$ cat config.mk
export PLATFORM = sky130hd
export DESIGN_NAME = xfer_cnt_top
export DESIGN_NICKNAME = d
export VERILOG_FILES = /design/src/rtl/xfer_cnt_pkg.sv /design/src/rtl/xfer_cnt_ctrl.sv /design/src/rtl/xfer_cnt_dp.sv /design/src/rtl/xfer_cnt_top.sv
export SDC_FILE = /design/constraint.sdc
export NUM_CORES = 1
export LEC_CHECK = 0
export ABC_AREA = 0
export BUFFER_PORTS_ARGS = -buffer_cell sky130_fd_sc_hd__buf_4
export CELL_PAD_IN_SITES_DETAIL_PLACEMENT = 1
export CELL_PAD_IN_SITES_GLOBAL_PLACEMENT = 1
export CORE_AREA = 2 2 81 83
export CTS_BUF_LIST = sky130_fd_sc_hd__clkbuf_16
export DETAILED_ROUTE_END_ITERATION = 8
export DIE_AREA = 0 0 83 85
export GPL_TIMING_DRIVEN = 0
export HOLD_SLACK_MARGIN = 0.06
export MAX_ROUTING_LAYER = met4
export PLACE_DENSITY = 0.67
export SLEW_MARGIN = 10
export SYNTH_ARGS = -nofsm -noshare
export SYNTH_HDL_FRONTEND = slang
export SYNTH_SLANG_ARGS = --single-unit
$ cat constraint.sdc
create_clock -name clk -period 2.2 [get_ports clk]
set_input_delay 0.11 -clock clk [delete_from_list [all_inputs] [get_ports clk]]
set_output_delay 0.11 -clock clk [all_outputs]
set_load 0.05 [all_outputs]
$ cat src/rtl/xfer_cnt_pkg.sv
package xfer_cnt_pkg;

  // Strobes issued by the control FSM to the count datapath, one cycle each.
  typedef struct packed {
    logic load;       // capture programmed count and reload value
    logic dec;        // count minus one
    logic reload;     // count back to captured reload value
    logic setFinish;  // raise sticky finish flag
    logic setErr;     // raise sticky error flag
  } cntStrobe_t;

  typedef enum logic [0:0] {
    ST_IDLE = 1'b0,
    ST_RUN  = 1'b1
  } chanState_t;

endpackage

$ cat src/rtl/xfer_cnt_ctrl.sv
module xfer_cnt_ctrl
  import xfer_cnt_pkg::*;
(
  input  logic       clk,
  input  logic       rstN,
  input  logic       chanEn,
  input  logic       circEn,
  input  logic       periphFlow,
  input  logic       beatDone,
  input  logic       xferErr,
  input  logic       countIsOne,
  input  logic       progIsZero,
  output cntStrobe_t strb,
  output logic       chanActive,
  output logic       circActive
);

  chanState_t stateQ, stateD;
  logic       enPrevQ;
  logic       circQ, circD;
  logic       enRise;
  logic       lastBeat;

  assign enRise   = chanEn && !enPrevQ;
  assign lastBeat = beatDone && countIsOne;

  always_comb begin
    strb   = '0;
    stateD = stateQ;
    circD  = circQ;
    unique case (stateQ)
      ST_IDLE: begin
        if (enRise && !progIsZero) begin
          strb.load = 1'b1;
          stateD    = ST_RUN;
          // peripheral-paced flow overrides any circular request at start
          circD     = circEn && !periphFlow;
        end
      end
      ST_RUN: begin
        if (xferErr) begin
          strb.setErr = 1'b1;
          stateD      = ST_IDLE;
        end else if (!chanEn) begin
          stateD = ST_IDLE;
        end else if (lastBeat) begin
          strb.setFinish = 1'b1;
          if (circQ) begin
            strb.reload = 1'b1;
          end else begin
            strb.dec = 1'b1;
            stateD   = ST_IDLE;
          end
        end else if (beatDone) begin
          strb.dec = 1'b1;
        end
      end
      default: stateD = ST_IDLE;
    endcase
  end

  always_ff @(posedge clk) begin
    if (!rstN) begin
      stateQ  <= ST_IDLE;
      enPrevQ <= 1'b0;
      circQ   <= 1'b0;
    end else begin
      stateQ  <= stateD;
      enPrevQ <= chanEn;
      circQ   <= circD;
    end
  end

  assign chanActive = (stateQ == ST_RUN);
  assign circActive = circQ;

endmodule

$ cat src/rtl/xfer_cnt_dp.sv
module xfer_cnt_dp
  import xfer_cnt_pkg::*;
#(
  parameter int CNT_W = 16
) (
  input  logic             clk,
  input  logic             rstN,
  input  logic [CNT_W-1:0] progCount,
  input  cntStrobe_t       strb,
  input  logic             finishClr,
  input  logic             errClr,
  output logic [CNT_W-1:0] curCount,
  output logic             countIsOne,
  output logic             progIsZero,
  output logic             finishFlag,
  output logic             errFlag
);

  localparam logic [CNT_W-1:0] ONE  = CNT_W'(1);
  localparam logic [CNT_W-1:0] ZERO = '0;

  logic [CNT_W-1:0] countQ;
  logic [CNT_W-1:0] reloadQ;
  logic             finishQ;
  logic             errQ;

  always_ff @(posedge clk) begin
    if (!rstN) begin
      countQ  <= ZERO;
      reloadQ <= ZERO;
    end else if (strb.load) begin
      countQ  <= progCount;
      reloadQ <= progCount;
    end else if (strb.reload) begin
      countQ <= reloadQ;
    end else if (strb.dec) begin
      countQ <= countQ - ONE;
    end
  end

  // set has priority over the clear pulse
  always_ff @(posedge clk) begin
    if (!rstN) begin
      finishQ <= 1'b0;
      errQ    <= 1'b0;
    end else begin
      if (strb.setFinish)  finishQ <= 1'b1;
      else if (finishClr)  finishQ <= 1'b0;
      if (strb.setErr)     errQ    <= 1'b1;
      else if (errClr)     errQ    <= 1'b0;
    end
  end

  assign curCount   = countQ;
  assign countIsOne = (countQ == ONE);
  assign progIsZero = (progCount == ZERO);
  assign finishFlag = finishQ;
  assign errFlag    = errQ;

endmodule

$ cat src/rtl/xfer_cnt_top.sv
module xfer_cnt_top
  import xfer_cnt_pkg::*;
#(
  parameter int CNT_W = 16
) (
  input  logic             clk,
  input  logic             rstN,
  input  logic             chanEn,
  input  logic [CNT_W-1:0] progCount,
  input  logic             circEn,
  input  logic             periphFlow,
  input  logic             beatDone,
  input  logic             xferErr,
  input  logic             finishClr,
  input  logic             errClr,
  output logic [CNT_W-1:0] curCount,
  output logic             chanActive,
  output logic             circActive,
  output logic             finishFlag,
  output logic             errFlag
);

  cntStrobe_t strb;
  logic       countIsOne;
  logic       progIsZero;

  xfer_cnt_ctrl u_ctrl (
    .clk        (clk),
    .rstN       (rstN),
    .chanEn     (chanEn),
    .circEn     (circEn),
    .periphFlow (periphFlow),
    .beatDone   (beatDone),
    .xferErr    (xferErr),
    .countIsOne (countIsOne),
    .progIsZero (progIsZero),
    .strb       (strb),
    .chanActive (chanActive),
    .circActive (circActive)
  );

  xfer_cnt_dp #(.CNT_W(CNT_W)) u_dp (
    .clk        (clk),
    .rstN       (rstN),
    .progCount  (progCount),
    .strb       (strb),
    .finishClr  (finishClr),
    .errClr     (errClr),
    .curCount   (curCount),
    .countIsOne (countIsOne),
    .progIsZero (progIsZero),
    .finishFlag (finishFlag),
    .errFlag    (errFlag)
  );

endmodule

; Yosys cells after proc, flatten, opt, wreduce, memory -nomap -nowiden
; Cells that the tools add are included.
[classes]
addsub = 1
mul = 0
div = 0
magnitude_cmp = 0
n_eq_ne = 1
n_shift = 0
muxes = 22
bitwise = 1
reduce_logical = 12
[ops]
columns = cell, count
row1 = 2-to-1 mux 16 bit, 3
row2 = "equality test 16 x 1 -> 1 bit, second input constant", 1
row3 = zero test 16 bit, 1
row4 = "subtractor 16 x 1 -> 16 bit, second input constant", 1
row5 = 2-to-1 mux 1 bit, 14
row6 = 2-to-1 mux 3 bit, 2
row7 = logical AND 1 bit, 4
row8 = 2-to-1 mux 4 bit, 1
row9 = nonzero test 2 bit, 2
row10 = zero test 1 bit, 3
row11 = nonzero test 3 bit, 1
row12 = 2-to-1 mux 2 bit, 1
row13 = one-hot mux 1 bit (2 select lines), 1
row14 = AND reduction 2 bit, 1
row15 = inverter 1 bit, 1
[word_totals]
ff_bits = 37
latchBits = 0
ramBits = 0
rom_bits = 0
inputBits = 25
mem_count = 0

; Longest topological paths before layout
; Gate-level depths: netlist of run 1.
[depth]
ltp_word = 9
mapped_depth = 10
mapped_depth_nobuf = 8

; Hierarchy
; A second synthesis of run 1 with hierarchy kept.
[hier_totals]
hier_cells = 243
area_unflattened_um2 = 1994.4
[modules_own_cells]
columns = mod, n_inst, cells_per_inst, area_per_inst_um2
row1 = xfer_cnt_dp, 1, 225, 1823.0
row2 = xfer_cnt_ctrl, 1, 18, 171.4

; Least setup slack after synthesis of run 1
; OpenSTA, ideal clock, no wires.
[synth_timing]
kind = reg2reg
start = register u_dp.countQ[0], in the netlist u_dp.curCount[0]
end = register u_dp.countQ[15], in the netlist u_dp.curCount[15]
setup_ns = 0.137
arrival_ns = 2.060
setup_slack_ns = 0.003
path_stages_with_launch = 9
n_path_buf = 2
synth_period_minus_slack_ns = 2.197
cell_sequence = dfxtp_1 -> ha_1 -> and3b_1 -> nand3_1 -> or3_1 -> buf_6 -> buf_6 -> o221ai_1 -> a31oi_1
[synth_between]
elab_chain_len = 8
word_cells_on_any_way = 12
classes_between = 1 x add/sub / 1 x eq/ne / 8 x mux / 2 x reduce/logical
[synth_lines]
columns = item, line_no
row1 = from (decl), xfer_cnt_dp.sv:22  ; logic [CNT_W-1:0] countQ;
row2 = from (signal assigned), xfer_cnt_dp.sv:32  ; countQ <= progCount;
row3 = from (signal assigned), xfer_cnt_dp.sv:35  ; countQ <= reloadQ;
row4 = from (signal assigned), xfer_cnt_dp.sv:37  ; countQ <= countQ - ONE;
row5 = branches (longest 8 deep; another with subtractor 16 x 1 -> 16 bit), -
; Parallel ways; which one is timed is not known. The select of a mux whose other input is x is not followed.
; A chain may end at the register's enable or synchronous reset.

; Worst setup path in the final report of run 1
[layout_timing]
start = register u_dp.countQ[0], in the netlist u_dp.curCount[0]
end = register u_dp.countQ[13], in the netlist u_dp.curCount[13]
; Same word-level chain as after synthesis.

==> results.cfg, run 1 <==
[timing]
period_needed_ps = 2013
tightest_slew_ps = 555.8
rsz0062_at_grt = no
clock_skew_ps = 2.859
slew_headroom = 0.6295
maxSlewViolCount = 0
fmax_mhz = 496.8
setup_viol = 0
hold_viol_final = 0
fin_ws_ps = 187.1
fin_crit_sh = 0.9150
worst_hold_slack_ps = 96.00
fin_tns_setup_ps = 0

[setup_path]
cp.arrival_ps = 2220
critPathRequiredTime_ps = 2410
critPathTopFamily = simple AND/OR/NAND/NOR gates
reg2reg_from = u_dp.curCount[0]
cp-end-kind = flip-flop
critPathSlowestCell = or4_1
cp_num_buf_inv = 0
crit_type = reg2reg
critPathMaxFanout = 7
slowest_delay_ps = 550
start_kind = flip-flop
crit_chain = or4_1, or3_4, nor3b_2, xor2_1, o221ai_1, a31oi_1
cp-startpoint = u_dp.curCount[0]

[global_route]
grtUsageTotal = 0.1938
gr-total-overflow = 0
grt_pass1_wl_mm = 10.45
antenna_found_initial = 0
grt_pass1_vias = 1916
top_usage_layer = met2
grtUsageMet1 = 0.2552
grtUsageMet2 = 0.3094
gr-usage-met3 = 0.03405
grt_max_degree = 11

[power]
total_power_uw = 2003
peakVddDrop_uv = 337.5
leakagePower_uw = 0.0009977
powerDensity_mw_per_mm2 = 794.9

[cells_and_area]
final_cell_mix = nand2_1 (43), buf_4 (43), dfxtp_1 (35), a21boi_0 (21), o21ai_0 (16)
multiInputGateArea_sq_mm = 0.001100
drive_gt1_frac = 0.2410
regArea_sq_um = 743.2
fin_cells = 355
layout.nets = 305
syn_to_final_growth_pct = 29.94
fillCellCount = 739
n_antenna_cell = 0

[synth]
synth_top_cell_by_area = dfxtp_1
yosysSeqAreaShare = 0.3819
synth_compound_area_frac = 0.2445
yosys_warnings = 0
ys_ff_latch = 37
yosys.area_share.xor_xnor = 0.05871
synth.area.mux_share = 0
yosys.area_share.simple = 0.2406
synth_top_family_by_area = compound AO/OA/AOI/OAI gates
syn-instance-count = 227
synthAdderAreaFrac = 0.01290
synth_flop_cell = dfxtp_1
synth.top_cell.area_share = 0.3819
synth-edff-count = 0
synth_nets = 254
avgSynthCellArea_sq_um = 8.543
synthTopCellsByArea = dfxtp_1 (38%), nand2_1 (8.3%), a21boi_0 (8.1%)
ys_async_sr_fraction = 0
syn_area_sq_mm = 0.001939
synth_cell_types = 39

[placement]
dp_hpwl_mm = 4.687
gp_congestion = 0.8744
io_buffer_count = 43
dp_worst_setup_slack_ps = -44.79
dp.cells = 347

[hold_path]
hold_path_class = in2reg
hold_start = errClr

[detailed_routing]
drtIter0Drc = 99
ant_nets = 0
vias_per_cell = 5.408
post_drt_wl_per_cell_um = 17.68
drt_pass1_iterations = 5
dr_total_vias = 1920
drc = 0
wirelength_mm = 6.275

[die]
die_area_sq_mm = 0.007055
die_h_um = 85
pin_count = 45
rows = 29
die_w_um = 83
core_area_sq_mm = 0.006205
initial_core_util = 0.3126

[clock_network]
insertion_delay_ps = 280
cts-root-buf = clkbuf_16
post-cts-setup-buffers = 0
clock_sinks = 37
clk_pin_slew_ps = 50
clk_path_buf_depth = 2
cts_tree = done
cts_buffers = 5
htree_levels = 2

[job]
drv_cap = 0

[run_status]
status = complete, no violations
## metrics by stage
stage,utilization,area [sq um]
6_report,0.4061,2520
5_1_grt,0.4061,2520
4_1_cts,0.4031,2501
3_5_place_dp,0.3801,2359
3_3_place_gp,0.3801,2359
2_1_floorplan,-,1939
## path summary, 6_finish.rpt
check,cells past startpoint,endpoint,slack (ps)
max,6,u_dp.curCount[13],190
min,3,u_dp.errFlag,100
max reg2reg,6,u_dp.curCount[13],190
min reg2reg,2,u_dp.reloadQ[5],460
## cell usage after synthesis (3+ instances only)
cell type,instances
nand2_1,43
xor2_1,5
nor4_1,6
inv_1,5
or3_1,3
buf_6,3
a21boi_0,21
nand3_1,5
dfxtp_1,37
nand4_1,3
xnor2_1,8
o21ai_0,16
nor2_1,4
o211ai_1,10
nor3_1,5
clkbuf_1,6
a31oi_1,13
o221ai_1,7
## where the power goes
group          internal (uW)  switching (uW)
clock network            405             270
logic                    216             320
registers                721            70.3
## worst reg2reg max path, cell delays in order, from the launching register on
cell and delay [ps]:
dfxtp_2 360, or4_1 550, or3_4 390, nor3b_2 190, xor2_1 160, o221ai_1 120, a31oi_1 170
## routing by layer
layer	share of wire	routed length (um)	vias up
li1	-	-	932
met1	0.48	3009	930
met2	0.46	2901	51
met3	0.046	290	7
met4	0.012	74	0
met5	0	0	-
## flip-flops by register name, indices dropped and copies added, names as in the netlist
register / flops
u_dp.curCount: 16
u_dp.reloadQ: 16
u_ctrl.chanActive: 1
u_ctrl.circActive: 1
u_ctrl.enPrevQ: 1
u_dp.errFlag: 1
u_dp.finishFlag: 1
## repair_timing
| item | CTS | global route |
|---|---|---|
| endpoints found under the setup margin | 0 | 16 |
| gates resized for setup | 0 | 6 |
| hold buffers | 1 | 0 |
| hold endpoints to repair | 1 | 0 |
## area by class of cell
type | count | area share
Buffer | 14 | 0.03823
Clock buffer | 5 | 0.04965
Clock inverter | 2 | 0.002979
Inverter | 5 | 0.007448
Multi-Input combinational cell | 171 | 0.4364
Sequential cell | 37 | 0.2949
Tap cell | 77 | 0.03823
Timing Repair Buffer | 44 | 0.1321
## cell families after synthesis
logic type	after synthesis
DFF	37
adders and majority gates	2
xor gates and xnor gates	13
and+or+nand+nor	86
AOI/OAI and AO/OA	70
buffers and inverters	19
No activity file was read; power rests on OpenSTA's default activity.
==> run 2: changes to the inputs <==
--- a/config.mk
+++ b/config.mk
@@ -11,5 +11,4 @@
 export CELL_PAD_IN_SITES_GLOBAL_PLACEMENT = 1
 export CORE_AREA = 2 2 81 83
-export CTS_BUF_LIST = sky130_fd_sc_hd__clkbuf_16
 export DETAILED_ROUTE_END_ITERATION = 8
 export DIE_AREA = 0 0 83 85
==> constraint.sdc (replaced) <==
create_clock -name clk -period 2.2 [get_ports clk]
set_input_delay 0.22 -clock clk [delete_from_list [all_inputs] [get_ports clk]]
set_output_delay 0.22 -clock clk [all_outputs]
set_load 0.05 [all_outputs]
==> run 2 against run 1 <==
Against the previous run:
- flip-flop and latch count is the same
- via count grew 0.63%
- critical path depth is the same
- maximum frequency shrank 0.35%
- clock-buffer cell count grew 2
- worst setup slack lost 7.1 ps
- hold slack gained 65 ps
- register-to-register slack is essentially flat
- clock power shrank 27%
- sequential power is essentially flat
- cell area shrank 1.8%
- cell count shrank 0.28%
- critical path type unchanged
- critical endpoint unchanged
- largest cell class unchanged
==> results.cfg, run 2 (synthesized netlist as in run 1, its figures left out) <==
[clock_network]
cts_tree = done
clk_pin_slew_ps = 80
insertion_delay_ps = 290
cts_buffers = 5
clk_path_buf_depth = 2
clock_sinks = 37
cts-root-buf = clkbuf_8
post-cts-setup-buffers = 0
htree_levels = 2

[global_route]
grt_pass1_vias = 1927
grt_max_degree = 11
top_usage_layer = met2
grtUsageMet2 = 0.3101
gr-total-overflow = 0
grtUsageTotal = 0.1925
grtUsageMet1 = 0.2521
gr-usage-met3 = 0.03599
antenna_found_initial = 0
grt_pass1_wl_mm = 10.40

[timing]
worst_hold_slack_ps = 161.2
clock_skew_ps = 6.481
fin_tns_setup_ps = 0
hold_viol_final = 0
rsz0062_at_grt = no
setup_viol = 0
tightest_slew_ps = 551.4
period_needed_ps = 2020
fin_crit_sh = 0.9182
fmax_mhz = 495.0
slew_headroom = 0.6324
maxSlewViolCount = 0

[detailed_routing]
dr_total_vias = 1932
vias_per_cell = 5.458
drtIter0Drc = 101
drt_pass1_iterations = 4
post_drt_wl_per_cell_um = 17.71
drc = 0
wirelength_mm = 6.268
ant_nets = 0

[setup_path]
cp.arrival_ps = 2250
crit_type = reg2reg
rr_worst_depth = 6
r2r_slack_ps = 180
reg2reg_from = u_dp.curCount[0]
cp-end-kind = flip-flop
critPathTopFamily = simple AND/OR/NAND/NOR gates
critPathSlowestCell = or4_1
rr_endpoint = u_dp.curCount[13]
slowest_delay_ps = 550
start_kind = flip-flop
cp_num_buf_inv = 0
crit_chain = or4_1, or3_4, nor3b_2, xor2_1, o221ai_1, a31oi_1
critPathRequiredTime_ps = 2430
critPathMaxFanout = 7

[power]
leakagePower_uw = 0.0009723
total_power_uw = 1818
peakVddDrop_uv = 242.7
powerDensity_mw_per_mm2 = 734.9

[placement]
io_buffer_count = 43
gp_congestion = 0.8744
dp_hpwl_mm = 4.687

[run_status]
status = complete, no violations

[die]
die_area_sq_mm = 0.007055
initial_core_util = 0.3126
die_h_um = 85
die_w_um = 83
rows = 29
core_area_sq_mm = 0.006205
pin_count = 45

[hold_path]
hold_start = chanEn
hold_path_class = in2reg
min_to = u_ctrl.enPrevQ
min_path_cells = 2

[cells_and_area]
syn_to_final_growth_pct = 27.55
drive_gt1_frac = 0.2455
regArea_sq_um = 743.2
multiInputGateArea_sq_mm = 0.001106
n_antenna_cell = 0
final_cell_mix = nand2_1 (43), buf_4 (43), dfxtp_1 (35), a21boi_0 (21), o21ai_0 (16)
layout.nets = 304
fillCellCount = 748

[job]
drv_cap = 0
-- run 2: layer usage --
| metal | wire length, um | part of all wire |
|---|---|---|
| met1 | 2897 | 0.46 |
| met2 | 2947 | 0.47 |
| met3 | 341 | 0.054 |
| met4 | 82 | 0.013 |
| met5 | 0 | 0 |
-- run 2: final cells by class --
cell class,instances,area share
buffer,14,0.04047
clock buffer,7,0.03490
sequential,37,0.3005
tap,77,0.03895
timing repair buffer,43,0.1305
inverter,5,0.007587
multi-input combinational,171,0.4471
-- run 2: repair_timing --
action,CTS,global route
hold buffers,0,0
resized for setup,0,6
endpoints found under the setup margin,0,16
-- run 2: power by group --
part / leakage, uW / internal (uW) / total [uW] / switching, uW
sequential: 0.000305 / 720 / 790 / 69.9
combinational: 0.000623 / 216 / 535 / 319
clock: 0.0000443 / 249 / 494 / 245
-- run 2: worst max path at each step --
stage | from | end | slack [ps] | depth (start not counted)
after floorplan | u_dp.curCount[0] | u_dp.curCount[15] | 3 | 8
after global routing | u_dp.curCount[9] | u_dp.curCount[15] | 10 | 7
after detailed placement | progCount[12] | u_dp.curCount[12] | -150 | 8
final | u_dp.curCount[0] | u_dp.curCount[13] | 180 | 6
after CTS | u_dp.curCount[8] | u_dp.curCount[15] | 30 | 7
after global placement | progCount[12] | u_dp.curCount[11] | -190 | 8
-- run 2: stage by stage --
| step | worst slack [ps] | cell area [sq um] | util | std cells |
|---|---|---|---|---|
| detailed placement | -154.8 | 2359 | 0.3801 | 347 |
| floorplan | 2.927 | 1939 | - | 227 |
| global route | 11.74 | 2474 | 0.3987 | 354 |
| global placement | -187.1 | 2359 | 0.3801 | 347 |
| finish | 180.0 | 2474 | 0.3987 | 354 |
| CTS | 25.51 | 2445 | 0.3940 | 354 |
-- run 2: worst reg2reg max path: cells and delay by family, from the launching register on --
kind / cells / cell delay (ps)
flops: 1 / 370
xor+xnor: 1 / 160
simple gates: 3 / 1130
compound gates: 2 / 290
